`src/rtl/dbi_pkg.sv`:
```
`timescale 1ns/1ps
package dbi_pkg;

    typedef enum logic [2:0] {
        ST_IDLE,
        ST_REJECT,
        ST_CMD,
        ST_PAR_WAIT,
        ST_PAR_SHIFT,
        ST_RD_SHIFT,
        ST_DONE
    } eng_state_e;

    typedef enum logic [1:0] {
        SH_IDLE,
        SH_LOW,
        SH_HIGH
    } sh_state_e;

    typedef enum logic [1:0] {
        PH_CMD,
        PH_PAR,
        PH_RD
    } phase_e;

    localparam logic [7:0] OP_IDENT  = 8'h04;
    localparam logic [7:0] OP_STATUS = 8'h09;

    // fixed set of read opcodes
    function automatic logic is_read_op(input logic [7:0] op);
        unique case (op)
            8'h04, 8'h06, 8'h07, 8'h08, 8'h09, 8'h0A, 8'h0B, 8'h0C,
            8'h0D, 8'h0E, 8'h0F, 8'h2E, 8'h3E, 8'h45, 8'h52, 8'h54,
            8'h56, 8'h5F, 8'hA1, 8'hA8: return 1'b1;
            default: return 1'b0;
        endcase
    endfunction

    // queries that answer after one dummy clock
    function automatic logic needs_realign(input logic [7:0] op);
        return (op == OP_IDENT) || (op == OP_STATUS);
    endfunction

endpackage

```
`src/rtl/dbi_rate_select.sv`:
```
`timescale 1ns/1ps
module dbi_rate_select
    import dbi_pkg::*;
#(
    parameter int SYS_HZ     = 250_000_000,
    parameter int DIV_W      = 8,
    parameter int LEN_W      = 8,
    parameter int LONG_LIMIT = 64,
    parameter int HALF_W     = DIV_W + 1
) (
    input  phase_e              phase,
    input  logic [DIV_W-1:0]    fast_div,
    input  logic [LEN_W-1:0]    par_len,
    output logic [HALF_W-1:0]   half
);
    // slow-phase half-periods rounded up so the rate never exceeds the cap
    localparam int CMD_HALF = (SYS_HZ + 19_999_999) / 20_000_000;
    localparam int RD_HALF  = (SYS_HZ + 3_999_999) / 4_000_000;

    logic [HALF_W-1:0] fd1;
    logic [HALF_W-1:0] fd2;
    logic [HALF_W-1:0] cmd_h;
    logic [HALF_W-1:0] rd_h;
    logic [HALF_W-1:0] capped;

    always_comb begin
        fd1    = (fast_div == '0) ? HALF_W'(1) : HALF_W'(fast_div);
        fd2    = fd1 << 1;
        cmd_h  = HALF_W'(CMD_HALF);
        rd_h   = HALF_W'(RD_HALF);
        capped = (cmd_h > fd1) ? cmd_h : fd1;
        unique case (phase)
            PH_CMD:  half = capped;
            PH_PAR:  half = (int'(par_len) > LONG_LIMIT) ? fd1 : capped;
            PH_RD:   half = (rd_h > fd2) ? rd_h : fd2;
            default: half = fd1;
        endcase
    end

endmodule

```
`src/rtl/dbi_byte_shifter.sv`:
```
`timescale 1ns/1ps
module dbi_byte_shifter
    import dbi_pkg::*;
#(
    parameter int HALF_W = 9
) (
    input  logic              clk,
    input  logic              rst_n,
    input  logic              go,
    input  logic [7:0]        tx_byte,
    input  logic [HALF_W-1:0] half,
    input  logic              miso,
    output logic              sclk,
    output logic              mosi,
    output logic              busy,
    output logic              done,
    output logic [7:0]        rx_byte
);
    sh_state_e         st;
    logic [HALF_W-1:0] cnt;
    logic [HALF_W-1:0] hcur;
    logic [2:0]        bitn;
    logic [7:0]        sreg;
    logic [7:0]        rreg;
    logic              half_end;

    assign half_end = (cnt == hcur - HALF_W'(1));

    always_ff @(posedge clk or negedge rst_n) begin
        if (!rst_n) begin
            st   <= SH_IDLE;
            cnt  <= '0;
            hcur <= HALF_W'(1);
            bitn <= '0;
            sreg <= '0;
            rreg <= '0;
        end else begin
            unique case (st)
                SH_IDLE: begin
                    if (go) begin
                        st   <= SH_LOW;
                        sreg <= tx_byte;
                        hcur <= half;
                        cnt  <= '0;
                        bitn <= '0;
                    end
                end
                SH_LOW: begin
                    if (half_end) begin
                        st   <= SH_HIGH;
                        cnt  <= '0;
                        rreg <= {rreg[6:0], miso};
                    end else begin
                        cnt <= cnt + HALF_W'(1);
                    end
                end
                SH_HIGH: begin
                    if (half_end) begin
                        cnt <= '0;
                        if (bitn == 3'd7) begin
                            st <= SH_IDLE;
                        end else begin
                            st   <= SH_LOW;
                            bitn <= bitn + 3'd1;
                            sreg <= {sreg[6:0], 1'b0};
                        end
                    end else begin
                        cnt <= cnt + HALF_W'(1);
                    end
                end
                default: st <= SH_IDLE;
            endcase
        end
    end

    always_comb begin
        sclk    = (st == SH_HIGH);
        mosi    = (st != SH_IDLE) && sreg[7];
        busy    = (st != SH_IDLE);
        done    = (st == SH_HIGH) && half_end && (bitn == 3'd7);
        rx_byte = rreg;
    end

    // a byte never starts with a zero half-period
    a_r9_half_nonzero: assert property (@(posedge clk) disable iff (!rst_n)
        (go && st == SH_IDLE) |-> (half != '0));

    // mode 0, MOSI does not move while SCLK is high
    a_r5_mosi_hold_high: assert property (@(posedge clk) disable iff (!rst_n)
        (sclk && $past(sclk)) |-> $stable(mosi));

endmodule

```
`src/rtl/dbi_cmd_fsm.sv`:
```
`timescale 1ns/1ps
module dbi_cmd_fsm
    import dbi_pkg::*;
#(
    parameter int DIV_W = 8,
    parameter int LEN_W = 8
) (
    input  logic             clk,
    input  logic             rst_n,
    input  logic [DIV_W-1:0] fast_div,
    input  logic             req_valid,
    output logic             req_ready,
    input  logic [7:0]       req_cmd,
    input  logic [LEN_W-1:0] req_len,
    input  logic             par_valid,
    output logic             par_ready,
    input  logic [7:0]       par_data,
    output logic             rsp_valid,
    output logic [7:0]       rsp_data,
    output logic             rsp_last,
    output logic             done,
    output logic             err,
    output logic             cs_n,
    output logic             dc,
    output logic             sh_go,
    output logic [7:0]       sh_tx,
    input  logic             sh_done,
    input  logic [7:0]       sh_rx,
    output phase_e           phase,
    output logic [DIV_W-1:0] lat_div,
    output logic [LEN_W-1:0] lat_len
);
    localparam int REM_W = LEN_W + 1;

    eng_state_e       st;
    eng_state_e       nxt;
    logic [7:0]       cmd_q;
    logic [7:0]       par_q;
    logic [7:0]       prev_q;
    logic             rd_q;
    logic             aln_q;
    logic             first_q;
    logic [REM_W-1:0] rem;
    logic             req_rd;
    logic             req_aln;
    logic             req_bad;
    logic             rem_one;

    always_comb begin
        req_rd  = is_read_op(req_cmd);
        req_aln = needs_realign(req_cmd);
        // reject empty reads and mis-sized realigned queries
        req_bad = req_rd && ((req_len == '0) ||
                  (req_aln && !(req_len == LEN_W'(3) || req_len == LEN_W'(4))));
        rem_one = (rem == REM_W'(1));
    end

    // state register
    always_ff @(posedge clk or negedge rst_n) begin
        if (!rst_n) st <= ST_IDLE;
        else        st <= nxt;
    end

    // next state
    always_comb begin
        nxt = st;
        unique case (st)
            ST_IDLE:      if (req_valid) nxt = req_bad ? ST_REJECT : ST_CMD;
            ST_REJECT:    nxt = ST_IDLE;
            ST_CMD:       if (sh_done) nxt = rd_q ? ST_RD_SHIFT :
                                             (lat_len == '0) ? ST_DONE : ST_PAR_WAIT;
            ST_PAR_WAIT:  if (par_valid) nxt = ST_PAR_SHIFT;
            ST_PAR_SHIFT: if (sh_done) nxt = rem_one ? ST_DONE : ST_PAR_WAIT;
            ST_RD_SHIFT:  if (sh_done && rem_one) nxt = ST_DONE;
            ST_DONE:      nxt = ST_IDLE;
            default:      nxt = ST_IDLE;
        endcase
    end

    // outputs
    always_comb begin
        req_ready = (st == ST_IDLE);
        par_ready = (st == ST_PAR_WAIT);
        cs_n      = !((st == ST_CMD) || (st == ST_PAR_WAIT) ||
                      (st == ST_PAR_SHIFT) || (st == ST_RD_SHIFT));
        dc        = (st == ST_PAR_WAIT) || (st == ST_PAR_SHIFT);
        sh_go     = (st == ST_CMD) || (st == ST_PAR_SHIFT) || (st == ST_RD_SHIFT);
        sh_tx     = (st == ST_CMD) ? cmd_q : (st == ST_PAR_SHIFT) ? par_q : 8'h00;
        phase     = (st == ST_RD_SHIFT) ? PH_RD :
                    (st == ST_PAR_SHIFT) ? PH_PAR : PH_CMD;
        done      = (st == ST_DONE);
        err       = (st == ST_REJECT);
    end

    // datapath
    always_ff @(posedge clk or negedge rst_n) begin
        if (!rst_n) begin
            cmd_q     <= '0;
            par_q     <= '0;
            prev_q    <= '0;
            rd_q      <= 1'b0;
            aln_q     <= 1'b0;
            first_q   <= 1'b0;
            rem       <= '0;
            lat_div   <= '0;
            lat_len   <= '0;
            rsp_valid <= 1'b0;
            rsp_data  <= '0;
            rsp_last  <= 1'b0;
        end else begin
            rsp_valid <= 1'b0;
            rsp_last  <= 1'b0;
            if (st == ST_IDLE && req_valid && !req_bad) begin
                cmd_q   <= req_cmd;
                rd_q    <= req_rd;
                aln_q   <= req_rd && req_aln;
                first_q <= 1'b1;
                lat_div <= fast_div;
                lat_len <= req_len;
                rem     <= (req_rd && req_aln) ? ({1'b0, req_len} + REM_W'(1))
                                               : {1'b0, req_len};
            end
            if (st == ST_PAR_WAIT && par_valid) par_q <= par_data;
            if (sh_done && (st == ST_PAR_SHIFT || st == ST_RD_SHIFT))
                rem <= rem - REM_W'(1);
            if (sh_done && st == ST_RD_SHIFT) begin
                if (aln_q) begin
                    prev_q  <= sh_rx;
                    first_q <= 1'b0;
                    if (!first_q) begin
                        rsp_valid <= 1'b1;
                        rsp_data  <= {prev_q[6:0], sh_rx[7]};
                        rsp_last  <= rem_one;
                    end
                end else begin
                    rsp_valid <= 1'b1;
                    rsp_data  <= sh_rx;
                    rsp_last  <= rem_one;
                end
            end
        end
    end

    // final reply byte lines up with the end pulse
    a_r10_last_with_done: assert property (@(posedge clk) disable iff (!rst_n)
        (rsp_valid && rsp_last) |-> done);

    // an error pulse only follows an accepted request
    a_r6_err_after_req: assert property (@(posedge clk) disable iff (!rst_n)
        err |-> $past(req_valid && req_ready));

endmodule

```
`src/rtl/dbi_spi_engine.sv`:
```
`timescale 1ns/1ps
module dbi_spi_engine
    import dbi_pkg::*;
#(
    parameter int SYS_HZ     = 250_000_000,
    parameter int DIV_W      = 8,
    parameter int LEN_W      = 8,
    parameter int LONG_LIMIT = 64
) (
    input  logic             clk,
    input  logic             rst_n,
    input  logic [DIV_W-1:0] fast_div,
    input  logic             req_valid,
    output logic             req_ready,
    input  logic [7:0]       req_cmd,
    input  logic [LEN_W-1:0] req_len,
    input  logic             par_valid,
    output logic             par_ready,
    input  logic [7:0]       par_data,
    output logic             rsp_valid,
    output logic [7:0]       rsp_data,
    output logic             rsp_last,
    output logic             done,
    output logic             err,
    output logic             spi_sclk,
    output logic             spi_mosi,
    input  logic             spi_miso,
    output logic             spi_cs_n,
    output logic             spi_dc
);
    localparam int HALF_W = DIV_W + 1;

    phase_e            phase;
    logic [DIV_W-1:0]  lat_div;
    logic [LEN_W-1:0]  lat_len;
    logic [HALF_W-1:0] half;
    logic              sh_go;
    logic [7:0]        sh_tx;
    logic              sh_busy;
    logic              sh_done;
    logic [7:0]        sh_rx;

    dbi_cmd_fsm #(.DIV_W(DIV_W), .LEN_W(LEN_W)) u_fsm (
        .clk(clk), .rst_n(rst_n), .fast_div(fast_div),
        .req_valid(req_valid), .req_ready(req_ready),
        .req_cmd(req_cmd), .req_len(req_len),
        .par_valid(par_valid), .par_ready(par_ready), .par_data(par_data),
        .rsp_valid(rsp_valid), .rsp_data(rsp_data), .rsp_last(rsp_last),
        .done(done), .err(err), .cs_n(spi_cs_n), .dc(spi_dc),
        .sh_go(sh_go), .sh_tx(sh_tx), .sh_done(sh_done), .sh_rx(sh_rx),
        .phase(phase), .lat_div(lat_div), .lat_len(lat_len)
    );

    dbi_rate_select #(
        .SYS_HZ(SYS_HZ), .DIV_W(DIV_W), .LEN_W(LEN_W),
        .LONG_LIMIT(LONG_LIMIT), .HALF_W(HALF_W)
    ) u_rate (
        .phase(phase), .fast_div(lat_div), .par_len(lat_len), .half(half)
    );

    dbi_byte_shifter #(.HALF_W(HALF_W)) u_shift (
        .clk(clk), .rst_n(rst_n), .go(sh_go), .tx_byte(sh_tx), .half(half),
        .miso(spi_miso), .sclk(spi_sclk), .mosi(spi_mosi),
        .busy(sh_busy), .done(sh_done), .rx_byte(sh_rx)
    );

    // serial clock pulses only inside a selected transaction
    a_r1_sclk_needs_cs: assert property (@(posedge clk) disable iff (!rst_n)
        spi_sclk |-> !spi_cs_n);

    // D/C never moves in the middle of a byte
    a_r2_dc_stable_byte: assert property (@(posedge clk) disable iff (!rst_n)
        (sh_busy && $past(sh_busy)) |-> $stable(spi_dc));

    // parameters are requested only in the data phase of a selected link
    a_r3_par_ready_data: assert property (@(posedge clk) disable iff (!rst_n)
        par_ready |-> (spi_dc && !spi_cs_n));

    // reply bytes come from a command-phase read
    a_r5_rsp_from_read: assert property (@(posedge clk) disable iff (!rst_n)
        rsp_valid |-> $past(!spi_cs_n && !spi_dc));

endmodule

```
`config.mk`:
```
export PLATFORM = sky130hd
export DESIGN_NAME = dbi_spi_engine
export DESIGN_NICKNAME = d
export VERILOG_FILES = /design/src/rtl/dbi_pkg.sv /design/src/rtl/dbi_rate_select.sv /design/src/rtl/dbi_byte_shifter.sv /design/src/rtl/dbi_cmd_fsm.sv /design/src/rtl/dbi_spi_engine.sv
export SDC_FILE = /design/constraint.sdc
export NUM_CORES = 1
export LEC_CHECK = 0
export ABC_AREA = 1
export BUFFER_PORTS_ARGS = -buffer_cell sky130_fd_sc_hd__buf_2
export CORE_UTILIZATION = 40
export CTS_BUF_LIST = sky130_fd_sc_hd__clkbuf_4 sky130_fd_sc_hd__clkbuf_8
export DETAILED_ROUTE_END_ITERATION = 16
export GPL_TIMING_DRIVEN = 1
export SLEW_MARGIN = 20
export SYNTH_ARGS = -nofsm -noshare
export SYNTH_HDL_FRONTEND = slang
export SYNTH_SLANG_ARGS = --single-unit
```
`constraint.sdc`:
```
create_clock -name clk -period 5.3 [get_ports clk]
set_input_delay 0.265 -clock clk [delete_from_list [all_inputs] [get_ports clk]]
set_output_delay 0.265 -clock clk [all_outputs]
set_load 0.1 [all_outputs]
```
# Word level (Yosys, flattened, before mapping)
# Index checks and enable logic that the tools add are counted.
totals:
  ff_bits: 103
  input_bits: 37
op_classes:
  n_eq_ne: 45
  n_lt_le_gt_ge: 3
  add_sub_neg: 5
  mux: 50
  reduce_logical: 45
ops:
  columns: ["operator", "n"]
  rows:
  - ["9-bit two-way mux", 8]
  - ["8-bit by 4-bit == test with 1-bit output (second input constant)", 8]
  - ["8-bit two-way mux", 8]
  - ["8-bit by 7-bit == test with 1-bit output (second input constant)", 5]
  - ["3-bit two-way mux", 11]
  - ["8-bit by 3-bit == test with 1-bit output (second input constant)", 4]
  - ["9-bit case mux with 3 select lines", 1]
  - ["8-bit logical NOT", 3]
  - ["20-bit OR reduction", 1]
  - ["9-bit case mux with 2 select lines", 1]
  - ["9-bit by 1-bit subtractor with 9-bit output (second input constant)", 2]
  - ["8-bit by 6-bit == test with 1-bit output (second input constant)", 2]
  - ["8-bit == test (second input constant)", 2]
  - ["8-bit case mux with 2 select lines", 1]
  - ["3-bit case mux with 5 select lines", 1]
  - ["3-bit == test (second input constant)", 4]
  - ["1-bit logical AND", 12]
  - ["1-bit two-way mux", 12]
  - ["1-bit logical OR", 10]
  - ["2-bit two-way mux", 5]
  - ["2-bit by 1-bit inequality test with 1-bit output (second input constant)", 5]
  - ["2-bit inequality test (second input constant)", 5]
  - ["2-bit AND reduction", 5]
  - ["8-bit by 1-bit adder with 9-bit output (second input constant)", 1]
  - ["22 further kinds", 31]

# Longest topological paths before layout
# Gate-level depths: netlist of run 1.
logic_depth:
  depth_word: 11
  ltp_mapped: 17
  ltp_nobuf: 16

# Cells and area by module
# From an unflattened synthesis of run 1, not the netlist that was laid out.
unflattened:
  cells_unflattened: 855
  area_unflattened_um2: 6263.5
by_module_without_submodules:
  columns: ["module", "cells_per_inst", "area_per_inst_um2", "n_inst"]
  rows:
  - ["dbi_cmd_fsm", 478, 3604.7, 1]
  - ["dbi_byte_shifter", 301, 2270.9, 1]
  - ["dbi_rate_select", 76, 387.9, 1]

# Least setup slack after synthesis of run 1
# OpenSTA, ideal clock, no wires.
synth_timing:
  path_type: "register to output"
  from: "register u_fsm.st[2]"
  to: "output spi_dc"
  path_stages_with_launch: 6
  path_buffers: 0
  path_slack_ns: 2.095
  arrival_time_ns: 2.940
  path_cell_list: "dfrtp_1 -> nor2_1 -> inv_1 -> nor2_1 -> inv_1 -> nand2_1"
synth_between:
  elab_chain_cells: 2
  elab_cells_between_ends: 3
  classes_between: "eq/ne: 2; reduce/logical: 1"
synth_lines:
  columns: ["item", "line", "source"]
  rows:
  - ["start, declared", "dbi_cmd_fsm.sv:35", "eng_state_e st;"]
  - ["start signal, assigned", "dbi_cmd_fsm.sv:61", "else st <= nxt;"]
  - ["3-bit by 2-bit == test with 1-bit output", null, null]
  - ["named net par_ready", "dbi_spi_engine.sv:18", "output logic par_ready,"]
  - ["1-bit logical OR", "dbi_cmd_fsm.sv:86", "dc = (st == ST_PAR_WAIT) || (st == ST_PAR_SHIFT);"]
  - ["end, declared", "dbi_spi_engine.sv:29", "output logic spi_dc"]
# The timed path passes the listed nets, and every way through them passes these cells.

# Worst setup path in the final report of run 1
layout_timing:
  from: "register u_fsm.st[1]"
  to: "register u_fsm.rem[0]"
layout_between:
  elab_chain_cells: 4
  elab_cells_between_ends: 9
  classes_between: "eq/ne: 2; mux: 1; reduce/logical: 6"
layout_lines:
  columns: ["item", "line", "source"]
  rows:
  - ["3-bit == test or 3-bit logical NOT (tied branches)", "dbi_cmd_fsm.sv:124, dbi_cmd_fsm.sv:113", null]
  - ["1-bit logical OR or 1-bit logical AND (tied branches)", "dbi_cmd_fsm.sv:124, dbi_cmd_fsm.sv:113", null]
  - ["1-bit logical AND (on tied branches)", "dbi_cmd_fsm.sv:124, dbi_cmd_fsm.sv:113", null]
  - ["9-bit two-way mux or 2-bit nonzero test (tied branches)", null, null]
  - ["end signal, assigned", "dbi_cmd_fsm.sv:120", "rem <= (req_rd && req_aln) ? ({1'b0, req_len} + REM_W'(1))"]
  - ["end signal, assigned", "dbi_cmd_fsm.sv:125", "rem <= rem - REM_W'(1);"]
  - ["end, declared", "dbi_cmd_fsm.sv:43", "logic [REM_W-1:0] rem;"]
# Parallel ways exist; a longest one is shown, timed or not.
# A chain may end at the register's enable or synchronous reset.

==> results of run 1 <==
power groups by stage:
stage | clock, W | sequential (W) | combinational (W)
2_1_floorplan | 0 | 0.00120 | 0.00123
5_1_grt | 0.000560 | 0.00128 | 0.00166
4_1_cts | 0.000530 | 0.00124 | 0.00148
6_report | 0.000508 | 0.00125 | 0.00148
3_3_place_gp | 0 | 0.00125 | 0.00145
3_5_place_dp | 0 | 0.00126 | 0.00148
synthesized netlist by cell type (all sizes together):
cell type  number  area (um^2)
a211o           1         8.76
a21oi          15         78.8
a22o            8         70.1
a22oi           5         37.5
a31oi           1         6.26
a32oi           2         17.5
buf            11         70.1
clkbuf          4         15.0
clkinv          3         12.5
dfrtp         102         2550
dfstp           1         26.3
ha             13          163
inv            94          355
mux2            8         90.1
nand2         216          848
nand3          44          245
nand3b          2         15.0
nand4           7         43.8
nor2           68          312
nor3           11         55.1
nor4            1         6.26
o2111ai         1         8.76
o211ai          2         15.0
o21a            3         22.5
o21ai          76          407
o21bai          1         7.51
o22ai          10         62.6
xnor2           5         43.8
xor2           14          123
cell families (layout without fill, tap and decap cells):
family	after synthesis	in the layout
buf+inv	112	169
mux	8	8
simple gates	349	349
xor+xnor	19	19
compound gates	125	125
fa+ha+maj	13	13
flops	103	103
layout by cell type, fill, tap and decap left out, types with 3 or more instances in the layout:
cell type	instances
nand2_2	6
nor2_4	4
nor2_2	4
a21oi_1	14
a22o_1	8
ha_1	13
nand4_1	7
o21ai_1	17
nand3_1	42
nor3_1	11
inv_8	3
inv_1	87
xor2_1	14
xnor2_1	5
o21ai_2	7
nand2_4	3
buf_2	53
inv_2	6
a22oi_1	5
o22ai_1	10
o21a_1	3
o21ai_0	52
mux2_2	8
dfrtp_1	102
nor2_1	59
nand2_1	207
clkbuf_8	9
per-layer routing:
metal / track usage / up-vias / routed length [um]
met2: 0.313 / 93 / 6220
met4: 0.0602 / 0 / 216
met5: 0 / - / 0
li1: - / 2451 / -
met3: 0.0468 / 19 / 563
met1: 0.238 / 2303 / 6030
registers in the layout (all words and copies together) (netlist names):
| name | cells |
|---|---|
| u_fsm.rem | 9 |
| u_fsm.rsp_valid | 1 |
| u_shift.rx_byte | 8 |
| u_fsm.lat_div | 8 |
| u_fsm.par_q | 8 |
| u_shift.hcur | 9 |
| u_fsm.rd_q | 1 |
| u_fsm.st | 3 |
| u_fsm.lat_len | 8 |
| u_fsm.aln_q | 1 |
| u_fsm.rsp_last | 1 |
| u_shift.bitn | 3 |
| u_fsm.cmd_q | 8 |
| u_shift.cnt | 9 |
| u_shift.sreg | 8 |
| u_shift.st | 2 |
| u_fsm.first_q | 1 |
| u_fsm.prev_q | 7 |
| u_fsm.rsp_data | 8 |
how the worst max path moves through the flow:
stage,slack (ns),startpoint,to
after global placement,2.78,req_cmd[0],u_fsm.first_q
final,2.79,u_fsm.st[1],u_fsm.rem[0]
after detailed placement,2.69,req_cmd[0],u_fsm.rem[1]
after global routing,2.53,u_fsm.st[1],u_fsm.rem[0]
after floorplan,2.10,u_fsm.st[2],spi_dc
after CTS,2.80,u_shift.hcur[0],u_fsm.rem[7]
through the flow:
| stage | cells | cell area (um^2) |
|---|---|---|
| final | 966 | 6360 |
| after global routing | 966 | 6360 |
| after CTS | 966 | 6360 |
| after detailed placement | 949 | 6140 |
| after global placement | 949 | 6140 |
| after floorplan | 729 | 5720 |
final cells by class:
type                    count  area [um^2]
clock buffers               9          124
flip-flops and latches    103         2580
repair buffers             56          290
inverters                  97          368
clock inverters             7         83.8
fillers                  1418         7580
multi-input cells         514         2690
well taps                 180          225
critical path, cell delays in order (launching register included):
cell	delay, ns
dfrtp_1	0.44
nor2_1	0.15
inv_1	0.05
nor2_1	0.26
inv_1	0.14
nor2_1	0.18
nand2_2	0.44
inv_2	0.51
nand2_1	0.10
nand3_1	0.11
inv_1	0.04
timing repair:
action	CTS	global route
endpoints found under the hold margin	40	0
gates resized for setup	0	0
hold buffers	1	0
==> impl_metrics.json, run 1 <==
{
  "rrSetupSlack_ns": 2.79,
  "switchingPower_w": 0.00153,
  "cp.arrival_ns": 2.81,
  "fp.dieH_um": 122,
  "cts.sinks": 103,
  "cts_max_level": 3,
  "irDropWorstVdd_uv": 285,
  "synth_top_family_by_area": "simple AND/OR/NAND/NOR gates",
  "syn_to_final_growth_pct": 11.2,
  "report.final.setup_viol": 0,
  "core_area_mm2": 0.0139,
  "first_iter_violations": 388,
  "cellLeakagePower_nw": 3.21,
  "antenna_cells": 0,
  "ys_types": 43,
  "setup_slack_ns": 2.79,
  "dr_total_vias": 4866,
  "synth_xor_xnor_area_share": 0.0291,
  "tightest_slew_ns": 0.776,
  "fmax_mhz": 398,
  "whs_endpoint": "u_fsm.lat_div[7]",
  "synth_fp_nets": 779,
  "vias_per_cell": 5.04,
  "cp-end-kind": "flop",
  "fin_setup_tns_ns": 0,
  "hold_viol": 0,
  "clkLatencyLatePin_ns": 0.40,
  "r2r_end": "u_fsm.rem[0]",
  "fin_util": 0.456,
  "gr-total-overflow": 0,
  "hold_depth": 3,
  "placementRows": 43,
  "grtUsageTotal": 0.188,
  "hold_start": "fast_div[7]",
  "maxSlewViolCount": 0,
  "place_congestion": 0.916,
  "path_class": "flop to flop",
  "post_drt_wl_per_cell_um": 13.5,
  "r2r-start": "u_fsm.st[1]",
  "yosys_register_bits": 103,
  "start_util": 0.410,
  "fin_crit_sh": 0.474,
  "p_comb_frac": 0.458,
  "post-route-min-period_ns": 2.51,
  "p_seq_frac": 0.385,
  "cts_buffer_depth": 2,
  "wirelength_um": 13000,
  "grt_pass1_vias": 4690,
  "syn_inst": 729,
  "status": "completed",
  "max_slew_margin": 0.483,
  "finalNetCount": 831,
  "numCtsBuffers": 9,
  "cts_tree": "built",
  "yosys_warnings": 0,
  "cts_root_buf": "clkbuf_8",
  "dp_hpwl_um": 9670,
  "min_path_type": "input port to flop",
  "synthSimpleGateAreaFrac": 0.267,
  "seq_area_frac_synth": 0.451,
  "postCtsSetupBuffers": 0,
  "synth_mux_area_frac": 0.0158,
  "fin_skew_ns": 0.0126,
  "required_ns": 5.60,
  "synthesis.area_mm2": 0.00572,
  "crit_fanout": 41,
  "synthAdderAreaFrac": 0.0284,
  "pre_cts_ws_ns": 2.69,
  "place.port_buffers": 54,
  "post-route-drc-count": 0,
  "synth_compound_area_frac": 0.130,
  "clockPowerShare": 0.157,
  "whs_ns": 0.0720,
  "grt_max_degree": 63,
  "die_area_mm2": 0.0148,
  "drv_cap": 0,
  "crit_path_start_kind": "flop",
  "firstDrtPassIters": 5,
  "path_clk_slew_ns": 0.11,
  "grt_first_pass_wirelength_um": 21800,
  "p_total_w": 0.00323,
  "switching_share": 0.472,
  "drt.antenna.violating_nets": 0,
  "intPower_w": 0.00171,
  "pwr_density_cell_mw_per_mm2": 509,
  "dieWidth_um": 122,
  "final_layout_size_suffix_gt1_frac": 0.148,
  "grt_antenna_before_repair": 0,
  "rsz0062_at_grt": "false",
  "syn_area_per_cell_um2": 7.84,
  "reg2reg_depth": 10,
  "io_pins": 55
}
No activity file was read; power rests on OpenSTA's default activity.
==> inputs of run 2 (changes only) <==
clock period = 2.2 ns   (was 5.3 ns; I/O delays follow)
==> run 2 against run 1 <==
The run now ends with negative setup slack left. Register-to-register slack worse by 2.8 ns. Worst setup slack worse by 2.8 ns. Clock skew up 0.0030 ns. Sequential share of layout area down 2.8 points. Fmax up 14%. Cell count up 4.2%. Highest routed layer unchanged.
==> impl_metrics.json, run 2 (synthesis gave the netlist of run 1 again) <==
{
  "status": "finished with violations",
  "violations": "negative setup slack",
  "gr-total-overflow": 0,
  "antenna_cells": 0,
  "grt_pass1_vias": 4803,
  "numCtsBuffers": 9,
  "cp.arrival_ns": 2.51,
  "maxSlewViolCount": 0,
  "hold_depth": 3,
  "post-route-drc-count": 0,
  "required_ns": 2.50,
  "fin_util": 0.490,
  "path_clk_slew_ns": 0.11,
  "final_layout_size_suffix_gt1_frac": 0.175,
  "post-route-min-period_ns": 2.21,
  "clkLatencyLatePin_ns": 0.40,
  "cpMaxStageDelayCell": "dfstp_2",
  "min_path_type": "input port to flop",
  "largestRegisters": "u_fsm.rem (9), u_shift.cnt (9), u_shift.hcur (9)",
  "fin_setup_tns_ns": -0.0431,
  "dp_hpwl_um": 9980,
  "grt_first_pass_wirelength_um": 22700,
  "max_stage_delay_ns": 0.56,
  "cts_root_buf": "clkbuf_8",
  "mostFrequentLayoutCell": "nand2_1",
  "report.final.setup_viol": 5,
  "crit_fanout": 8,
  "path_depth": 13,
  "grt_max_degree": 45,
  "max_slew_margin": 0.608,
  "cellLeakagePower_nw": 3.40,
  "fmax_mhz": 452,
  "die_area_mm2": 0.0148,
  "path_class": "flop to flop",
  "first_iter_violations": 368,
  "pwr_density_cell_mw_per_mm2": 1180,
  "grtUsageTotal": 0.197,
  "cts_max_level": 3,
  "placementRows": 43,
  "cp_num_buf_inv": 2,
  "cts_buffer_depth": 2,
  "firstDrtPassIters": 5,
  "post_drt_wl_per_cell_um": 13.8,
  "hold_viol": 0,
  "crit_family": "simple AND/OR/NAND/NOR gates",
  "tightest_slew_ns": 0.587,
  "cp_cell_sequence": "inv_2, ha_4, xor2_1, nand2_1, nor2_4, nand3_4, nor2_8, nand3_4, nor2_4, buf_12, nand2_8, nand2_1, o21ai_2",
  "multiInputGateArea_mm2": 0.00277,
  "cts_tree": "built",
  "start_util": 0.410,
  "cp-end-kind": "flop",
  "io_pins": 55,
  "crit_path_start_kind": "flop",
  "reg2reg_depth": 13,
  "vias_per_cell": 5.03,
  "dp_cells": 960,
  "dieWidth_um": 122,
  "core_area_mm2": 0.0139,
  "finalNetCount": 872,
  "setup_slack_ns": -0.0100,
  "fin_skew_ns": 0.0156,
  "wirelength_um": 13900,
  "final_cell_mix": "nand2_1, dfrtp_1, inv_1",
  "place_congestion": 0.842,
  "cts.sinks": 103,
  "syn_to_final_growth_pct": 19.4,
  "final_cell_count_no_fill": 1007,
  "rsz0062_at_grt": "true",
  "place.port_buffers": 54,
  "fp.dieH_um": 122,
  "drv_cap": 0,
  "drt.antenna.violating_nets": 0,
  "irDropWorstVdd_uv": 405,
  "fill_cells": 1360,
  "p_total_w": 0.00807,
  "seq_area_mm2": 0.00258,
  "grt_antenna_before_repair": 0,
  "dr_total_vias": 5065,
  "fin_crit_sh": 1.00
}
## run 2: area by class of cell
| cell class | count | area share |
|---|---|---|
| Clock buffer | 9 | 0.0181 |
| Clock inverter | 7 | 0.0101 |
| Inverter | 97 | 0.0548 |
| Multi-Input combinational cell | 515 | 0.405 |
| Sequential cell | 103 | 0.378 |
| Tap cell | 180 | 0.0330 |
| Timing Repair Buffer | 95 | 0.101 |
| Timing Repair inverter | 1 | 0.000733 |
## run 2: per-stage QoR
stage / worst slack, ns / cell area [um^2] / hold WS (ns)
3_3_place_gp: 0.0410 / 6270 / 0.148
5_1_grt: -0.100 / 6830 / 0.0236
3_5_place_dp: -0.0202 / 6270 / 0.157
6_report: -0.0100 / 6830 / 0.0183
4_1_cts: -0.0297 / 6790 / 0.00367
2_1_floorplan: -0.0104 / 5740 / -0.186
## run 2: worst register-to-register path, cell delays in order (launching register included)
cell and delay, ns:
dfstp_2 0.56, inv_2 0.05, ha_4 0.25, xor2_1 0.17, nand2_1 0.11, nor2_4 0.11
nand3_4 0.10, nor2_8 0.13, nand3_4 0.12, nor2_4 0.17, buf_12 0.14, nand2_8 0.07
nand2_1 0.08, o21ai_2 0.05
## run 2: path summary, 6_finish.rpt
kind / from / to / slack (ns)
min in group asynchronous: rst_n / u_shift.cnt[2] / 0.24
min: req_cmd[2] / u_fsm.cmd_q[2] / 0.02
max: u_shift.hcur[0] / u_fsm.prev_q[1] / -0.01
max reg2reg: u_shift.hcur[0] / u_fsm.prev_q[1] / -0.01
min reg2reg: u_fsm.prev_q[2] / u_fsm.prev_q[2] / 0.50
max in group asynchronous: rst_n / u_fsm.lat_len[7] / 1.25
## run 2: repair_timing
action                                 in CTS  in global routing
resized for setup                           7                 11
cloned                                      1                  1
setup endpoints to repair                  20                 47
hold buffers                               25                  0
endpoints found under the hold margin      68                  0
buffers inserted                            3                  1
pin swaps                                   7                  4
## run 2: report_power, final
part	switching [W]	internal (W)
clock	0.000762	0.000450
sequential	0.000507	0.00251
combinational	0.00255	0.00128
total	0.00382	0.00425
## run 2: layer usage
layer  routed length (um)  track usage
met1                 6510        0.259
met2                 6610        0.324
met3                  555       0.0412
met4                  204       0.0633
met5                    0            0
==> inputs of run 3 (changes only) <==
==> constraint.sdc (replaced) <==
create_clock -name clk -period 2.79 [get_ports clk]
set_input_delay 0.1395 -clock clk [delete_from_list [all_inputs] [get_ports clk]]
set_output_delay 0.1395 -clock clk [all_outputs]
set_load 0.05 [all_outputs]
==> run 3 against run 2 <==
The run now ends clean. Combinational power shrank 30%. Via count shrank 2.1%. Worst setup slack gained 0.34 ns. Critical path depth down 2. Total power decreased by 25%. Sequential cell count unchanged. Routed wire length shrank 3.1%. Critical path type unchanged. Critical endpoint is now u_fsm.rem[7]. Largest cell class unchanged. Highest routed layer unchanged.
==> impl_metrics.json, run 3 (synthesis gave the netlist of run 1 again) <==
{
  "dieWidth_um": 122,
  "post_drt_wl_per_cell_um": 13.6,
  "drt.antenna.violating_nets": 0,
  "crit_path_start_kind": "flop",
  "cts.sinks": 103,
  "post-route-min-period_ns": 2.46,
  "cp_common_cell": "nand2_1",
  "rrSetupSlack_ns": 0.33,
  "gr-total-overflow": 0,
  "numCtsBuffers": 9,
  "irDropWorstVdd_uv": 337,
  "cellLeakagePower_nw": 3.30,
  "fp.dieH_um": 122,
  "path_class": "flop to flop",
  "placementRows": 43,
  "cts_root_buf": "clkbuf_8",
  "fin_skew_ns": 0.0104,
  "cts_tree": "built",
  "final_layout_size_suffix_gt1_frac": 0.146,
  "wirelength_um": 13400,
  "max_stage_delay_ns": 0.55,
  "place.port_buffers": 54,
  "cp-end-kind": "flop",
  "cp_cell_sequence": "inv_1, ha_1, xor2_1, nand2_1, nor2_4, nand3_4, nor2_8, nand4_1, nand3b_1, nand2_1, nor2_1",
  "first_iter_violations": 298,
  "cts_max_level": 3,
  "crit_fanout": 12,
  "cts_resized": 0,
  "p_seq_frac": 0.392,
  "fmax_mhz": 407,
  "clkLatencyLatePin_ns": 0.40,
  "pwr_density_cell_mw_per_mm2": 923,
  "syn_to_final_growth_pct": 15.0,
  "grt_max_degree": 67,
  "die_area_mm2": 0.0148,
  "fill_cells": 1367,
  "switchingPower_w": 0.00272,
  "start_util": 0.410,
  "dpl_cell_area_mm2": 0.00617,
  "dp_cells": 951,
  "min_path_type": "input port to flop",
  "required_ns": 3.12,
  "antenna_cells": 0,
  "design_area_mm2": 0.00658,
  "vias_per_cell": 5.02,
  "cp.arrival_ns": 2.79,
  "rsz0062_at_grt": "false",
  "setup_slack_ns": 0.334,
  "max_slew_margin": 0.608,
  "cts_hold_buf": 20,
  "dr_total_vias": 4959,
  "p_comb_frac": 0.439,
  "fin_setup_tns_ns": 0,
  "postCtsSetupBuffers": 0,
  "fin_crit_sh": 0.880,
  "post-route-drc-count": 0,
  "path_clk_slew_ns": 0.11,
  "grt_antenna_before_repair": 0,
  "grt_first_pass_wirelength_um": 22700,
  "pre_cts_ws_ns": 0.376,
  "hold_viol": 0,
  "report.final.setup_viol": 0,
  "dp_hpwl_um": 9720,
  "grt_pass1_vias": 4739,
  "final_cell_mix": "nand2_1, dfrtp_1, inv_1",
  "place_congestion": 0.878,
  "cts_buffer_depth": 2,
  "clockPowerShare": 0.168,
  "drv_cap": 0,
  "finalNetCount": 852,
  "final_cell_count_no_fill": 987,
  "core_area_mm2": 0.0139,
  "status": "completed",
  "mostFrequentLayoutCell": "nand2_1",
  "tightest_slew_ns": 0.582,
  "largestRegisters": "u_fsm.rem (9), u_shift.cnt (9), u_shift.hcur (9)",
  "firstDrtPassIters": 6,
  "maxSlewViolCount": 0,
  "intPower_w": 0.00335,
  "cpMaxStageDelayCell": "dfstp_2",
  "grtUsageTotal": 0.195,
  "switching_share": 0.448,
  "io_pins": 55
}
[run 3: cell types whose count changed in the layout (fill, tap and decap cells not counted), sizes merged]
| cell | previous run | this run |
|---|---|---|
| clkinv | 6 | 4 |
| buf | 69 | 57 |
| bufinv | 0 | 1 |
| dlygate4sd3 | 25 | 20 |
| clkbuf | 10 | 9 |
| nand2 | 217 | 216 |
[run 3: layer usage]
metal / share of wire / global-route usage
met5: 0 / 0
met4: 0.018 / 0.0610
met3: 0.038 / 0.0440
met2: 0.47 / 0.315
met1: 0.48 / 0.261
[run 3: final cells by class]
cell class,instances,area (um^2),share of cell area
multi-input combinational,514,2690,0.409
sequential,103,2580,0.392
timing repair buffer,77,508,0.0773
inverter,97,368,0.0559
tap,180,225,0.0343
clock buffer,9,124,0.0188
clock inverter,7,85.1,0.0129
[run 3: critical path, delay by kind of cell (launching register included)]
kind	cells	cell delay [ns]
DFF	1	0.55
buffers and inverters	1	0.08
adders and majority gates	1	0.31
xor gates and xnor gates	1	0.14
and+or+nand+nor	8	1.29
[run 3: final timing paths]
| path | end | cells past startpoint | startpoint |
|---|---|---|---|
| max | u_fsm.rem[7] | 11 | u_shift.hcur[0] |
| min | u_fsm.rem[7] | 3 | req_len[7] |
| max reg2reg | u_fsm.rem[7] | 11 | u_shift.hcur[0] |
| min reg2reg | u_fsm.rsp_data[0] | 2 | u_fsm.rsp_data[0] |
| max in group asynchronous | u_shift.bitn[0] | 3 | rst_n |
| min in group asynchronous | u_shift.cnt[5] | 2 | rst_n |
[run 3: per-stage QoR]
stage / util / total power (W) / hold slack [ns]
2_1_floorplan: - / 0.00443 / -0.156
5_1_grt: 0.472 / 0.00661 / 0.0125
4_1_cts: 0.472 / 0.00611 / 0.00482
6_report: 0.472 / 0.00607 / 0.0259
3_3_place_gp: 0.442 / 0.00498 / 0.146
3_5_place_dp: 0.442 / 0.00505 / 0.154
[run 3: power by group through the flow]
stage / clock network (W) / logic (W) / registers (W)
after floorplan: 0 / 0.00214 / 0.00228
after global placement: 0 / 0.00259 / 0.00239
after detailed placement: 0 / 0.00265 / 0.00240
after CTS: 0.00105 / 0.00268 / 0.00238
after global routing: 0.00112 / 0.00305 / 0.00244
final: 0.00102 / 0.00267 / 0.00238
